**src/rtl/src_ctl_pkg.sv**
```systemverilog
package src_ctl_pkg;
   // presentation-side message codes
   typedef enum logic [1:0] {
      MSG_NONE   = 2'd0,
      MSG_REJECT = 2'd1,
      MSG_EOI    = 2'd2,
      MSG_RESEND = 2'd3
   } msg_kind_e;

   // status flag positions
   localparam int ST_W        = 4;
   localparam int ST_ASSERTED = 0;
   localparam int ST_SENT     = 1;
   localparam int ST_REJECTED = 2;
   localparam int ST_MPEND    = 3;
endpackage

```
**src/rtl/src_slot.sv**
```systemverilog
module src_slot
   import src_ctl_pkg::*;
#(
   parameter int SRV_W  = 4,
   parameter int PRIO_W = 8
) (
   input  logic              clk,
   input  logic              rst_n,
   input  logic              is_level,
   input  logic              typ_hit,
   input  logic              ev_hit,
   input  logic              ev_val,
   input  logic              cfg_hit,
   input  logic [SRV_W-1:0]  cfg_server,
   input  logic [PRIO_W-1:0] cfg_prio,
   input  logic [PRIO_W-1:0] cfg_saved,
   input  logic              rej_hit,
   input  logic              eoi_hit,
   input  logic              scan_hit,
   input  logic              take,
   output logic [SRV_W-1:0]  server,
   output logic [PRIO_W-1:0] prio,
   output logic [PRIO_W-1:0] saved,
   output logic [ST_W-1:0]   stat,
   output logic              queued
);
   localparam logic [PRIO_W-1:0] MASKED = {PRIO_W{1'b1}};

   logic [SRV_W-1:0]  srv_q, srv_d;
   logic [PRIO_W-1:0] pr_q, pr_d, sv_q, sv_d;
   logic [ST_W-1:0]   st_q, st_d;
   logic              q_q, want;

   // events are applied in a fixed order: kind change, config, input, message, scan
   always_comb begin
      srv_d = srv_q;
      pr_d  = pr_q;
      sv_d  = sv_q;
      st_d  = st_q;
      want  = 1'b0;
      if (typ_hit) st_d = '0;
      if (cfg_hit) begin
         srv_d = cfg_server;
         pr_d  = cfg_prio;
         sv_d  = cfg_saved;
         if (is_level) begin
            if (pr_d != MASKED && st_d[ST_ASSERTED] && !st_d[ST_SENT]) begin
               st_d[ST_SENT] = 1'b1;
               want = 1'b1;
            end
         end else if (st_d[ST_MPEND] && pr_d != MASKED) begin
            st_d[ST_MPEND] = 1'b0;
            want = 1'b1;
         end
      end
      if (ev_hit) begin
         if (is_level) begin
            st_d[ST_ASSERTED] = ev_val;
            if (pr_d != MASKED && st_d[ST_ASSERTED] && !st_d[ST_SENT]) begin
               st_d[ST_SENT] = 1'b1;
               want = 1'b1;
            end
         end else if (ev_val) begin
            if (pr_d == MASKED) st_d[ST_MPEND] = 1'b1;
            else                want = 1'b1;
         end
      end
      if (rej_hit) begin
         if (is_level) st_d[ST_SENT] = 1'b0;
         else          st_d[ST_REJECTED] = 1'b1;
      end
      if (eoi_hit && is_level) st_d[ST_SENT] = 1'b0;
      if (scan_hit) begin
         if (is_level) begin
            if (pr_d != MASKED && st_d[ST_ASSERTED] && !st_d[ST_SENT]) begin
               st_d[ST_SENT] = 1'b1;
               want = 1'b1;
            end
         end else if (st_d[ST_REJECTED]) begin
            st_d[ST_REJECTED] = 1'b0;
            if (pr_d != MASKED) want = 1'b1;
         end
      end
   end

   always_ff @(posedge clk) begin
      if (!rst_n) begin
         srv_q <= '0;
         pr_q  <= MASKED;
         sv_q  <= MASKED;
         st_q  <= '0;
         q_q   <= 1'b0;
      end else begin
         srv_q <= srv_d;
         pr_q  <= pr_d;
         sv_q  <= sv_d;
         st_q  <= st_d;
         q_q   <= (q_q & ~take) | want;
      end
   end

   assign server = srv_q;
   assign prio   = pr_q;
   assign saved  = sv_q;
   assign stat   = st_q;
   assign queued = q_q;
endmodule

```
**src/rtl/offer_pick.sv**
```systemverilog
module offer_pick #(
   parameter int NUM_SRC = 8,
   parameter int IDX_W   = 3,
   parameter int SRV_W   = 4,
   parameter int PRIO_W  = 8,
   parameter int NUM_W   = 12,
   parameter int BASE    = 16
) (
   input  logic                      clk,
   input  logic                      rst_n,
   input  logic [NUM_SRC-1:0]        queued,
   input  logic [NUM_SRC*SRV_W-1:0]  srv_flat,
   input  logic [NUM_SRC*PRIO_W-1:0] pr_flat,
   input  logic                      ready,
   output logic [NUM_SRC-1:0]        take,
   output logic                      valid,
   output logic [SRV_W-1:0]          server,
   output logic [NUM_W-1:0]          num,
   output logic [PRIO_W-1:0]         prio
);
   localparam logic [NUM_W-1:0] BASE_V = NUM_W'(BASE);

   logic [IDX_W-1:0] sel;
   logic             found, load, v_q;

   // lowest queued index wins
   always_comb begin
      sel   = '0;
      found = 1'b0;
      for (int i = NUM_SRC - 1; i >= 0; i--) begin
         if (queued[i]) begin
            sel   = IDX_W'(i);
            found = 1'b1;
         end
      end
   end

   assign load = found && (!v_q || ready);

   for (genvar g = 0; g < NUM_SRC; g++) begin : g_take
      assign take[g] = load && (sel == IDX_W'(g));
   end

   always_ff @(posedge clk) begin
      if (!rst_n) begin
         v_q    <= 1'b0;
         server <= '0;
         num    <= '0;
         prio   <= '0;
      end else if (load) begin
         v_q    <= 1'b1;
         server <= srv_flat[int'(sel)*SRV_W +: SRV_W];
         prio   <= pr_flat[int'(sel)*PRIO_W +: PRIO_W];
         num    <= BASE_V + NUM_W'(sel);
      end else if (ready) begin
         v_q    <= 1'b0;
      end
   end

   assign valid = v_q;
endmodule

```
**src/rtl/resend_scan.sv**
```systemverilog
module resend_scan #(
   parameter int NUM_SRC = 8,
   parameter int IDX_W   = 3
) (
   input  logic               clk,
   input  logic               rst_n,
   input  logic               start,
   input  logic               stall,
   output logic               busy,
   output logic [NUM_SRC-1:0] hit
);
   localparam logic [IDX_W-1:0] LAST = IDX_W'(NUM_SRC - 1);

   logic [IDX_W-1:0] idx_q;
   logic             busy_q;

   for (genvar g = 0; g < NUM_SRC; g++) begin : g_hit
      assign hit[g] = busy_q && !stall && (idx_q == IDX_W'(g));
   end

   always_ff @(posedge clk) begin
      if (!rst_n) begin
         busy_q <= 1'b0;
         idx_q  <= '0;
      end else if (!busy_q) begin
         if (start) begin
            busy_q <= 1'b1;
            idx_q  <= '0;
         end
      end else if (!stall) begin
         if (idx_q == LAST) busy_q <= 1'b0;
         else               idx_q  <= idx_q + 1'b1;
      end
   end

   assign busy = busy_q;
endmodule

```
**src/rtl/src_ctl.sv**
```systemverilog
module src_ctl
   import src_ctl_pkg::*;
#(
   parameter int NUM_SRC = 8,
   parameter int SRV_W   = 4,
   parameter int PRIO_W  = 8,
   parameter int NUM_W   = 12,
   parameter int BASE    = 16,
   parameter int IDX_W   = $clog2(NUM_SRC)
) (
   input  logic              clk,
   input  logic              rst_n,
   input  logic              typ_we,
   input  logic [IDX_W-1:0]  typ_idx,
   input  logic              typ_level,
   input  logic              ev_valid,
   input  logic [IDX_W-1:0]  ev_idx,
   input  logic              ev_level,
   input  logic              cfg_we,
   input  logic [IDX_W-1:0]  cfg_idx,
   input  logic [SRV_W-1:0]  cfg_server,
   input  logic [PRIO_W-1:0] cfg_prio,
   input  logic [PRIO_W-1:0] cfg_saved,
   input  logic              msg_valid,
   input  logic [1:0]        msg_kind,
   input  logic [NUM_W-1:0]  msg_num,
   output logic              offer_valid,
   input  logic              offer_ready,
   output logic [SRV_W-1:0]  offer_server,
   output logic [NUM_W-1:0]  offer_num,
   output logic [PRIO_W-1:0] offer_prio,
   output logic              scan_busy,
   input  logic [IDX_W-1:0]  rd_idx,
   output logic [SRV_W-1:0]  rd_server,
   output logic [PRIO_W-1:0] rd_prio,
   output logic [PRIO_W-1:0] rd_saved,
   output logic [ST_W-1:0]   rd_stat
);
   localparam logic [NUM_W-1:0] BASE_V = NUM_W'(BASE);
   localparam logic [NUM_W-1:0] LIM_V  = NUM_W'(BASE + NUM_SRC);

   // elaboration-time parameter checks
   if (NUM_SRC < 2) begin : g_bad_count
      $error("src_ctl: NUM_SRC must be at least 2");
   end
   if (IDX_W < $clog2(NUM_SRC)) begin : g_bad_idx
      $error("src_ctl: IDX_W too narrow for NUM_SRC");
   end
   if (BASE < 0 || BASE + NUM_SRC >= (1 << NUM_W)) begin : g_bad_base
      $error("src_ctl: number window does not fit NUM_W");
   end
   if (PRIO_W < 1 || SRV_W < 1) begin : g_bad_width
      $error("src_ctl: field widths must be positive");
   end

   logic [NUM_SRC-1:0]        lvl_q;
   logic [NUM_SRC-1:0]        typ_hit, ev_hit, cfg_hit, rej_hit, eoi_hit, scan_hit;
   logic [NUM_SRC-1:0]        queued, take;
   logic [NUM_SRC*SRV_W-1:0]  srv_flat;
   logic [NUM_SRC*PRIO_W-1:0] pr_flat, sv_flat;
   logic [NUM_SRC*ST_W-1:0]   stat_flat;
   logic [NUM_W-1:0]          rel;
   logic                      in_rng, is_rej, is_eoi, resend_req, stall;

   assign rel        = msg_num - BASE_V;
   assign in_rng     = (msg_num >= BASE_V) && (msg_num < LIM_V);
   assign is_rej     = msg_valid && (msg_kind == MSG_REJECT) && in_rng;
   assign is_eoi     = msg_valid && (msg_kind == MSG_EOI) && in_rng;
   assign resend_req = msg_valid && (msg_kind == MSG_RESEND);
   assign stall      = offer_valid && !offer_ready;

   for (genvar g = 0; g < NUM_SRC; g++) begin : g_src
      assign typ_hit[g] = typ_we   && (typ_idx == IDX_W'(g));
      assign ev_hit[g]  = ev_valid && (ev_idx  == IDX_W'(g));
      assign cfg_hit[g] = cfg_we   && (cfg_idx == IDX_W'(g));
      assign rej_hit[g] = is_rej   && (rel == NUM_W'(g));
      assign eoi_hit[g] = is_eoi   && (rel == NUM_W'(g));

      // source kind has no reset: it survives a block reset
      always_ff @(posedge clk) begin
         if (typ_hit[g]) lvl_q[g] <= typ_level;
      end

      src_slot #(.SRV_W(SRV_W), .PRIO_W(PRIO_W)) u_slot (
         .clk        (clk),
         .rst_n      (rst_n),
         .is_level   (lvl_q[g]),
         .typ_hit    (typ_hit[g]),
         .ev_hit     (ev_hit[g]),
         .ev_val     (ev_level),
         .cfg_hit    (cfg_hit[g]),
         .cfg_server (cfg_server),
         .cfg_prio   (cfg_prio),
         .cfg_saved  (cfg_saved),
         .rej_hit    (rej_hit[g]),
         .eoi_hit    (eoi_hit[g]),
         .scan_hit   (scan_hit[g]),
         .take       (take[g]),
         .server     (srv_flat[g*SRV_W +: SRV_W]),
         .prio       (pr_flat[g*PRIO_W +: PRIO_W]),
         .saved      (sv_flat[g*PRIO_W +: PRIO_W]),
         .stat       (stat_flat[g*ST_W +: ST_W]),
         .queued     (queued[g])
      );
   end

   resend_scan #(.NUM_SRC(NUM_SRC), .IDX_W(IDX_W)) u_scan (
      .clk   (clk),
      .rst_n (rst_n),
      .start (resend_req),
      .stall (stall),
      .busy  (scan_busy),
      .hit   (scan_hit)
   );

   offer_pick #(
      .NUM_SRC(NUM_SRC), .IDX_W(IDX_W), .SRV_W(SRV_W),
      .PRIO_W(PRIO_W), .NUM_W(NUM_W), .BASE(BASE)
   ) u_pick (
      .clk      (clk),
      .rst_n    (rst_n),
      .queued   (queued),
      .srv_flat (srv_flat),
      .pr_flat  (pr_flat),
      .ready    (offer_ready),
      .take     (take),
      .valid    (offer_valid),
      .server   (offer_server),
      .num      (offer_num),
      .prio     (offer_prio)
   );

   // state read port
   always_comb begin
      rd_server = '0;
      rd_prio   = '0;
      rd_saved  = '0;
      rd_stat   = '0;
      for (int i = 0; i < NUM_SRC; i++) begin
         if (rd_idx == IDX_W'(i)) begin
            rd_server = srv_flat[i*SRV_W +: SRV_W];
            rd_prio   = pr_flat[i*PRIO_W +: PRIO_W];
            rd_saved  = sv_flat[i*PRIO_W +: PRIO_W];
            rd_stat   = stat_flat[i*ST_W +: ST_W];
         end
      end
   end
endmodule

```
**config.mk**
```make
export PLATFORM = sky130hd
export DESIGN_NAME = src_ctl
export DESIGN_NICKNAME = d
export VERILOG_FILES = /design/src/rtl/src_ctl_pkg.sv /design/src/rtl/src_slot.sv /design/src/rtl/offer_pick.sv /design/src/rtl/resend_scan.sv /design/src/rtl/src_ctl.sv
export SDC_FILE = /design/constraint.sdc
export NUM_CORES = 1
export LEC_CHECK = 0
export BUFFER_PORTS_ARGS = -buffer_cell sky130_fd_sc_hd__buf_2
export CORE_AREA = 3 3 172 174
export CTS_CLUSTER_DIAMETER = 50
export DETAILED_ROUTE_END_ITERATION = 10
export DIE_AREA = 0 0 175 177
export MAX_ROUTING_LAYER = met4
export REMOVE_ABC_BUFFERS = 1
export SLEW_MARGIN = 20
export SYNTH_ARGS = -nofsm -noshare
export SYNTH_HDL_FRONTEND = slang
export SYNTH_SLANG_ARGS = --single-unit
```
**constraint.sdc**
```tcl
create_clock -name clk -period 4.4 [get_ports clk]
set_clock_uncertainty 0.2 [all_clocks]
set_input_delay 1.32 -clock clk [delete_from_list [all_inputs] [get_ports clk]]
set_output_delay 1.32 -clock clk [all_outputs]
set_load 0.02 [all_outputs]
```
# After elaboration in Yosys (flattened, before gate mapping)
# Cells that the tools add are included.
# Widths: inputs -> output; s select.
[word_totals]
in_bits = 55
wordCells = 677
ff_bits = 237
[classes]
reduce_logical = 167
bitwise_logic = 24
n_addsub = 3
n_lt_le_gt_ge = 2
n_shift = 2
mux = 354
n_eq_ne = 71
[ops]
columns = ["cell", "count"]
rows = [
  ["$mux 1", 262],
  ["$mux 8", 24],
  ["$logic_and 1x1->1", 129],
  ["$mux 4", 24],
  ["$eq 3x3->1 const B", 24],
  ["$ne 8x8->1 const B", 9],
  ["$eq 8x8->1 const B", 8],
  ["$mux 2", 32],
  ["$shiftx 64x7->8", 1],
  ["$eq 12x3->1 const B", 4],
  ["$eq 3x2->1 const B", 12],
  ["$mux 3", 12],
  ["$shiftx 32x6->4", 1],
  ["$logic_not 1->1", 27],
  ["$eq 12x2->1 const B", 2],
  ["$eq 3x1->1 const B", 6],
  ["$logic_not 3->1", 6],
  ["$eq 12x1->1 const B", 1],
  ["$ge 12x5->1 const B", 1],
  ["$logic_not 12->1", 1],
  ["$lt 12x5->1 const B", 1],
  ["$sub 12x5->12 const B", 1],
  ["$and 1x1->1", 8],
  ["$not 1->1", 8],
  ["other kinds (9)", 19],
]

# Logic depth before layout (Yosys ltp)
# Gate-level depths: netlist of the first run.
[logic_depth]
depth_word = 22
mapped_depth = 8
ltp_nobuf = 7

# Cells and area by module
# From an unflattened synthesis of the first run, not the netlist that was laid out.
[unflattened]
hier_cells = 1467
area_unflattened_um2 = 13086.3
[by_module_without_submodules]
columns = ["mod", "seq_area_each_um2", "instances", "area_per_inst_um2", "cells_each"]
rows = [
  ["src_slot", 500.5, 8, 1134.8, 119],
  ["src_ctl", 240.2, 1, 2235.9, 301],
  ["offer_pick", 340.3, 1, 1462.7, 175],
  ["resend_scan", 80.1, 1, 309.0, 39],
]

# Least setup slack after synthesis of the first run
# No wires, ideal clock.
[synth_timing]
path_kind = "input-to-output"
start = "in rd_idx[0]"
end = "out rd_server[0]"
stages = 5
n_path_buf = 3
arrival_ns = 3.092
path_slack_ns = -0.212
required_time_ns = 2.880
cell_sequence = "clkbuf_1 > clkbuf_1 > buf_1 > mux4_2 > mux2_2"
[synth_via]
elab_chain_len = 9
elab_cells_between_ends = 16
[synth_lines]
columns = ["element", "line_no", "rtl"]
rows = [
  ["start: declaration", "src_ctl.sv:33", "input logic [IDX_W-1:0] rd_idx,"],
  ["$logic_not 3->1", "src_ctl.sv:140", "if (rd_idx == IDX_W'(i)) begin"],
  ["$mux 4 (7 in a row)", "src_ctl.sv:140", ""],
  ["$mux 4 (*)", "src_ctl.sv:140", ""],
  ["end: declaration", "src_ctl.sv:34", "output logic [SRV_W-1:0] rd_server,"],
]
# Mark *: on every way between the ends. The rest lies on a longest branch, timed or not.

# Final worst setup path of the first run
[layout_timing]
start = "in rd_idx[1]"
end = "out rd_server[2]"
# The elaborated chain is that of the path after synthesis.

==> tab_implementation.tex, run 1 <==
\begin{tabular}{lr}
\hline
Metric & Value \\
\hline
\multicolumn{2}{l}{\textbf{Power and ir drop}} \\
Power Internal & 0.00419 W \\
Fraction of power spent switching nets & 0.267 \\
P\_leak & 6.01 nW \\
Net switching component of the power & 0.00152 W \\
Total design power & 0.00571 W \\
Proportion of power drawn by flip-flops and latches & 0.388 \\
Part of the power in the clock network & 0.495 \\
Peak ir drop on the vdd network & 0.239 mV \\
Pwr/cell area & 396 nW/um\^{}2 \\
Logic pwr share & 0.117 \\
\multicolumn{2}{l}{\textbf{Synth}} \\
Gate count after technology mapping & 1579 \\
Fraction of synthesized cell area taken by the top area cell type & 0.359 \\
Count of distinct cell types in the synthesized netlist & 71 \\
EDFF count, synth & 8 \\
Cell with the most instances after synthesis & sky130\_fd\_sc\_hd\_\_nand2\_1 \\
Most frequently used flop master after synthesis & sky130\_fd\_sc\_hd\_\_dfxtp\_1 \\
Cell types occupying the most area after synthesis & sky130\_fd\_sc\_hd\_\_dfxtp\_1, sky130\_fd\_sc\_hd\_\_nand2\_1, sky130\_fd\_sc\_hd\_\_nand3\_1, sky130\_fd\_sc\_hd\_\_mux4\_2, sky130\_fd\_sc\_hd\_\_a21oi\_1 \\
Flip-flop and latch count after synthesis & 229 \\
Top cells by count, synth & sky130\_fd\_sc\_hd\_\_nand2\_1, sky130\_fd\_sc\_hd\_\_dfxtp\_1, sky130\_fd\_sc\_hd\_\_nand3\_1, sky130\_fd\_sc\_hd\_\_clkbuf\_1, sky130\_fd\_sc\_hd\_\_a21oi\_1 \\
Synth async-reset ratio & 0 \\
Synthesized area per cell & 7.80 sq um \\
Leading area contributor after synthesis & sky130\_fd\_sc\_hd\_\_dfxtp\_1 \\
Post-synthesis cell area & 12300 sq um \\
Post-synthesis sequential area ratio & 0.379 \\
Count of synthesis-stage warnings from yosys & 0 \\
\multicolumn{2}{l}{\textbf{Routing}} \\
Number of vias per cell after detailed routing & 6.18 \\
Number of design-rule violations left by the first detailed-router iteration & 1224 \\
Antenna-violating nets left & 0 \\
First drt pass iteration count & 6 \\
Drt total wl & 45900 um \\
Average wire length per cell after detail routing & 22.7 um \\
DR DRC count & 0 \\
Total vias in the final route & 12509 \\
\multicolumn{2}{l}{\textbf{Timing}} \\
Setup-violating endpoint count in the final report & 0 \\
Max-Slew Margin vs Limit & 0.350 \\
Actual transition at the worst max-transition pin & 0.976 ns \\
Final critical-path share of the clock period & 0.985 \\
Hold violation total from the final report & 0 \\
Post-route worst hold slack & 0.264 ns \\
Sum of negative setup slack & 0 ns \\
Setup repair after global routing missed its margin & false \\
Maximum operating frequency & 231 MHz \\
Number of slew-limit violations in the final report & 0 \\
Setup WS post-layout & 0.0658 ns \\
Final min period & 4.33 ns \\
\multicolumn{2}{l}{\textbf{Cells and area}} \\
Layout-stage area growth over the synthesis result & 17.1\% \\
Share of cells above drive strength 1 & 0.160 \\
Total number of nets in the final design & 1684 \\
Non-Filler Instances & 2024 \\
\multicolumn{2}{l}{\textbf{Hold path}} \\
Startpoint of the worst hold path & g\_src[0].u\_slot.saved[6] \\
Tightest Hold Check Type & flip-flop to flip-flop \\
\multicolumn{2}{l}{\textbf{Clock tree}} \\
CTS Buf Count & 35 \\
Hold-fix buffers, CTS & 0 \\
Insertion delay of the later-clocked pin in the worst-skew pair & 0.51 ns \\
Clock tree from TritonCTS & built \\
Number of levels in the clock H-tree & 2 \\
CTS clock-pin slew for the worst setup and hold paths & 0.05 ns \\
Cell chosen for the clock root & sky130\_fd\_sc\_hd\_\_clkbuf\_16 \\
Buffer depth of the longest clock path & 3 \\
Number of clock sinks & 229 \\
\multicolumn{2}{l}{\textbf{Global routing}} \\
Via count of the first global-routing pass & 11747 \\
Pin count of the biggest net entering global routing & 155 \\
Number of antenna violations at the first check in global routing & 1 \\
GR Overflow Total & 0 \\
Wire length of the first global-routing pass & 69700 um \\
All-layer global routing usage & 0.298 \\
\multicolumn{2}{l}{\textbf{Critical path}} \\
Endpoint type of the worst setup path & output pin \\
Startpoint of the most critical register-to-register path & g\_src[0].u\_slot.queued \\
Type of the setup path with the least slack & input port to output pin \\
Required time at the endpoint of the critical path & 2.88 ns \\
Critical-path maximum fanout & 12 \\
Arrival time worst endpoint & 2.81 ns \\
Crit path launch type & input port \\
Critical Path Start & rd\_idx[1] \\
\multicolumn{2}{l}{\textbf{Placement}} \\
Cell total after placement & 1964 \\
IO Port Bufs & 96 \\
Gpl congestion & 1.01 \\
Sum of net half-perimeters after detailed placement & 31000 um \\
Post-placement setup slack & -0.0726 ns \\
\multicolumn{2}{l}{\textbf{Floorplanning}} \\
Chip width & 175 um \\
Effective utilization at floorplan & 0.441 \\
Area of the die & 31000 sq um \\
Boundary pin count & 105 \\
Std-Cell Rows & 61 \\
Die height & 177 um \\
Area of the core region & 27900 sq um \\
\multicolumn{2}{l}{\textbf{Run}} \\
Total of max-cap violations & 0 \\
\multicolumn{2}{l}{\textbf{Run status}} \\
Result of the run & complete, no violations \\
\hline
\end{tabular}
through the flow:
step / cell area (sq um) / util
detailed placement: 13200 / 0.471
global route: 14400 / 0.516
floorplan: 11700 / -
CTS: 14300 / 0.514
finish: 14400 / 0.516
global placement: 13200 / 0.471
worst max-delay path, cell delays in order:
cell and delay, ns:
sky130_fd_sc_hd__buf_2 0.11, sky130_fd_sc_hd__buf_4 0.20, sky130_fd_sc_hd__buf_8 0.21, sky130_fd_sc_hd__mux4_2 0.52, sky130_fd_sc_hd__mux2_2 0.28, sky130_fd_sc_hd__buf_2 0.16
cell type report:
| class | instances | area (sq um) |
|---|---|---|
| clock buffers | 43 | 968 |
| inverters | 37 | 139 |
| repair buffers | 149 | 997 |
| well taps | 378 | 473 |
| fillers | 2740 | 13500 |
| multi-input cells | 1171 | 6960 |
| clock inverters | 16 | 208 |
| flip-flops and latches | 229 | 4660 |
| diodes | 1 | 2.50 |
timing repair:
| action | CTS | global route |
|---|---|---|
| setup buffers | 0 | 0 |
| endpoints found under the setup margin | 15 | 13 |
| resized for setup | 3 | 16 |
| endpoints found under the hold margin | 0 | 0 |
kinds of logic after synthesis:
| kind of cell | share of synthesized area |
|---|---|
| and+or+nand+nor | 0.294 |
| other | 0.000305 |
| xor gates and xnor gates | 0.000712 |
| AOI/OAI and AO/OA | 0.177 |
| muxes | 0.0781 |
| buffers and inverters | 0.0643 |
| DFF | 0.379 |
| adders and majority gates | 0.00610 |
registers in the layout (all words and copies together) (netlist names):
signal	cells
g_src.u_slot.prio	64
g_src.u_slot.queued	8
g_src.u_slot.saved	64
g_src.u_slot.server	32
g_src.u_slot.stat	32
lvl_q	8
u_pick.num	4
u_pick.prio	8
u_pick.server	4
u_pick.valid	1
u_scan.busy	1
u_scan.idx_q	3
path summary, 6_finish.rpt:
path	to	slack, ns	cells past startpoint
setup / recovery	rd_server[2]	0.07	6
hold / removal	g_src[0].u_slot.saved[6]	0.26	2
setup reg to reg	u_pick.prio[5]	1.83	5
hold reg to reg	g_src[0].u_slot.saved[6]	0.26	2
layer usage:
metal  wire, um  part of all wire  vias to the layer above  track usage
met3       4680              0.10                      127       0.0575
met2      20400              0.44                      708        0.454
met1      19300              0.42                     5965        0.398
met4       1520             0.033                        0        0.101
met5          0                 0                        -            -
li1           -                 -                     5709            -
power by group through the flow:
stage	clock [W]	combinational, W	sequential, W
after global placement	0	0.000638	0.00226
after detailed placement	0	0.000644	0.00226
final	0.00283	0.000666	0.00222
after global routing	0.00296	0.000712	0.00222
after CTS	0.00287	0.000649	0.00221
after floorplan	0	0.000323	0.00225
layout by cell type, fill, tap and decap left out, drive strengths merged, types with 30 or more instances in the layout:
cell type and count:
nor2 63, buf 149, o21ai 50, nand4 30
a21oi 82, clkbuf 43, nand3 144, dfxtp 221
nand2 379, inv 41, mux2i 33
Note: power is estimated with default switching activity, not from simulation.
==> run 2: changes to the inputs <==
- clock period: 4.4 -> 5.3 ns (I/O delays scaled with it)
==> tab_implementation.tex, run 2 (synthesis gave the netlist of run 1 again) <==
\begin{tabular}{lr}
\hline
Metric & Value \\
\hline
\multicolumn{2}{l}{\textbf{Cells and area}} \\
Commonest cells after routing, fill and taps aside & sky130\_fd\_sc\_hd\_\_nand2\_1, sky130\_fd\_sc\_hd\_\_dfxtp\_1, sky130\_fd\_sc\_hd\_\_nand3\_1 \\
Core occupancy in the finished layout & 0.509 \\
Layout-stage area growth over the synthesis result & 15.6\% \\
Filler cells & 2771 \\
Final standard cell area without fillers & 14200 sq um \\
Share of cells above drive strength 1 & 0.152 \\
Antenna cells & 0 \\
Most common cell after layout, fill and taps aside & sky130\_fd\_sc\_hd\_\_nand2\_1 \\
Total number of nets in the final design & 1667 \\
\multicolumn{2}{l}{\textbf{Clock tree}} \\
Cell chosen for the clock root & sky130\_fd\_sc\_hd\_\_clkbuf\_16 \\
Number of clock sinks & 229 \\
Post-CTS Repair Setup Buffers & 0 \\
Number of levels in the clock H-tree & 2 \\
Hold-fix buffers, CTS & 0 \\
CTS Buf Count & 34 \\
Insertion delay of the later-clocked pin in the worst-skew pair & 0.52 ns \\
CTS clock-pin slew for the worst setup and hold paths & 0.04 ns \\
Buffer depth of the longest clock path & 3 \\
Clock tree from TritonCTS & built \\
Number of instances resized during post-cts repair & 0 \\
\multicolumn{2}{l}{\textbf{Routing}} \\
First drt pass iteration count & 5 \\
Number of design-rule violations left by the first detailed-router iteration & 1617 \\
Number of vias per cell after detailed routing & 6.25 \\
Total vias in the final route & 12557 \\
Antenna-violating nets left & 0 \\
Average wire length per cell after detail routing & 23.1 um \\
Drt total wl & 46300 um \\
DR DRC count & 0 \\
\multicolumn{2}{l}{\textbf{Critical path}} \\
Type of the setup path with the least slack & input port to output pin \\
Required time at the endpoint of the critical path & 3.51 ns \\
Critical-path maximum fanout & 43 \\
Crit path launch type & input port \\
Startpoint of the most critical register-to-register path & g\_src[0].u\_slot.queued \\
Setup slack of the worst register-to-register path & 2.67 ns \\
Path depth of the worst reg2reg path & 5 \\
Critical R2R Capture & u\_pick.prio[5] \\
Arrival time worst endpoint & 3.26 ns \\
Endpoint type of the worst setup path & output pin \\
Critical Path Start & rd\_idx[1] \\
\multicolumn{2}{l}{\textbf{Timing}} \\
Actual transition at the worst max-transition pin & 1.17 ns \\
Max-Slew Margin vs Limit & 0.216 \\
Setup WS post-layout & 0.255 ns \\
Final critical-path share of the clock period & 0.952 \\
Final min period & 5.05 ns \\
Setup repair after global routing missed its margin & false \\
Setup-violating endpoint count in the final report & 0 \\
Number of slew-limit violations in the final report & 0 \\
Hold violation total from the final report & 0 \\
Post-route worst hold slack & 0.266 ns \\
Maximum operating frequency & 198 MHz \\
\multicolumn{2}{l}{\textbf{Global routing}} \\
All-layer global routing usage & 0.301 \\
Busiest grt layer & met2 \\
Via count of the first global-routing pass & 11819 \\
Pin count of the biggest net entering global routing & 155 \\
Number of antenna violations at the first check in global routing & 0 \\
GR Overflow Total & 0 \\
Met3 track demand over resource in global routing & 0.0556 \\
Wire length of the first global-routing pass & 70700 um \\
Met2 track utilization from global routing & 0.452 \\
Met1 usage in global routing & 0.407 \\
\multicolumn{2}{l}{\textbf{Placement}} \\
IO Port Bufs & 96 \\
Gpl congestion & 0.978 \\
Post-placement setup slack & 0.271 ns \\
Placed Area & 13000 sq um \\
Sum of net half-perimeters after detailed placement & 29700 um \\
\multicolumn{2}{l}{\textbf{Hold path}} \\
Worst Hold Endpoint & g\_src[4].u\_slot.saved[5] \\
Worst Hold Depth & 2 \\
Startpoint of the worst hold path & g\_src[4].u\_slot.saved[5] \\
Tightest Hold Check Type & flip-flop to flip-flop \\
\multicolumn{2}{l}{\textbf{Floorplanning}} \\
Area of the core region & 27900 sq um \\
Chip width & 175 um \\
Effective utilization at floorplan & 0.441 \\
Boundary pin count & 105 \\
Die height & 177 um \\
Std-Cell Rows & 61 \\
Area of the die & 31000 sq um \\
\multicolumn{2}{l}{\textbf{Power and ir drop}} \\
P\_leak & 5.92 nW \\
Pwr/cell area & 329 nW/um\^{}2 \\
Proportion of power drawn by flip-flops and latches & 0.393 \\
Part of the power in the clock network & 0.491 \\
Power Internal & 0.00339 W \\
Fraction of power spent switching nets & 0.276 \\
Logic pwr share & 0.117 \\
Peak ir drop on the vdd network & 0.237 mV \\
Net switching component of the power & 0.00129 W \\
\multicolumn{2}{l}{\textbf{Run}} \\
Total of max-cap violations & 0 \\
\multicolumn{2}{l}{\textbf{Run status}} \\
Result of the run & complete, no violations \\
\hline
\end{tabular}
-- run 2: cell types whose count changed in the layout (fill, tap and decap cells not counted), moves of 2 or more --
cell and change:
sky130_fd_sc_hd__clkinv_2 +2, sky130_fd_sc_hd__buf_6 -3, sky130_fd_sc_hd__buf_4 -12, sky130_fd_sc_hd__clkbuf_1 -2, sky130_fd_sc_hd__mux2i_1 +2, sky130_fd_sc_hd__buf_8 -2, sky130_fd_sc_hd__bufinv_16 -2, sky130_fd_sc_hd__clkbuf_8 +3
-- run 2: per-layer routing --
layer,wire length [um],share of wire
met2,20500,0.44
met5,0,0
met3,4920,0.11
met1,19400,0.42
met4,1570,0.034
-- run 2: critical path, cell delays in order --
cell	delay, ns
sky130_fd_sc_hd__buf_2	0.12
sky130_fd_sc_hd__buf_12	0.29
sky130_fd_sc_hd__and2_1	0.59
sky130_fd_sc_hd__o21ai_0	0.18
sky130_fd_sc_hd__a22o_1	0.28
sky130_fd_sc_hd__buf_2	0.17
-- run 2: worst max path at each step --
stage               depth (start not counted)                     end  slack (ns)
detailed placement                          6              rd_stat[3]        0.27
finish                                      6              rd_prio[6]        0.25
CTS                                         6              rd_prio[6]        0.28
global placement                            7              rd_prio[6]       -0.02
global route                                6              rd_prio[6]        0.15
floorplan                                   6  g_src[4].u_slot.queued        0.53
-- run 2: power by group through the flow --
stage	Sequential [W]	Combinational [W]	Clock [W]
2_1_floorplan	0.00187	0.000268	0
3_3_place_gp	0.00187	0.000526	0
3_5_place_dp	0.00187	0.000530	0
4_1_cts	0.00184	0.000534	0.00231
5_1_grt	0.00184	0.000584	0.00239
6_report	0.00184	0.000547	0.00230
-- run 2: layout make-up --
| type | count | area, sq um | share of cell area |
|---|---|---|---|
| Inverter | 37 | 139 | 0.00976 |
| Sequential cell | 229 | 4660 | 0.328 |
| Tap cell | 378 | 473 | 0.0332 |
| Multi-Input combinational cell | 1171 | 6940 | 0.488 |
| Clock inverter | 17 | 178 | 0.0125 |
| Timing Repair Buffer | 133 | 856 | 0.0601 |
| Clock buffer | 43 | 977 | 0.0687 |
-- run 2: through the flow --
step | total power [W] | setup TNS [ns] | instances
finish | 0.00468 | 0 | 2008
global route | 0.00482 | 0 | 2008
CTS | 0.00468 | 0 | 2007
detailed placement | 0.00240 | 0 | 1947
global placement | 0.00240 | -0.0394 | 1947
floorplan | 0.00214 | 0 | 1437
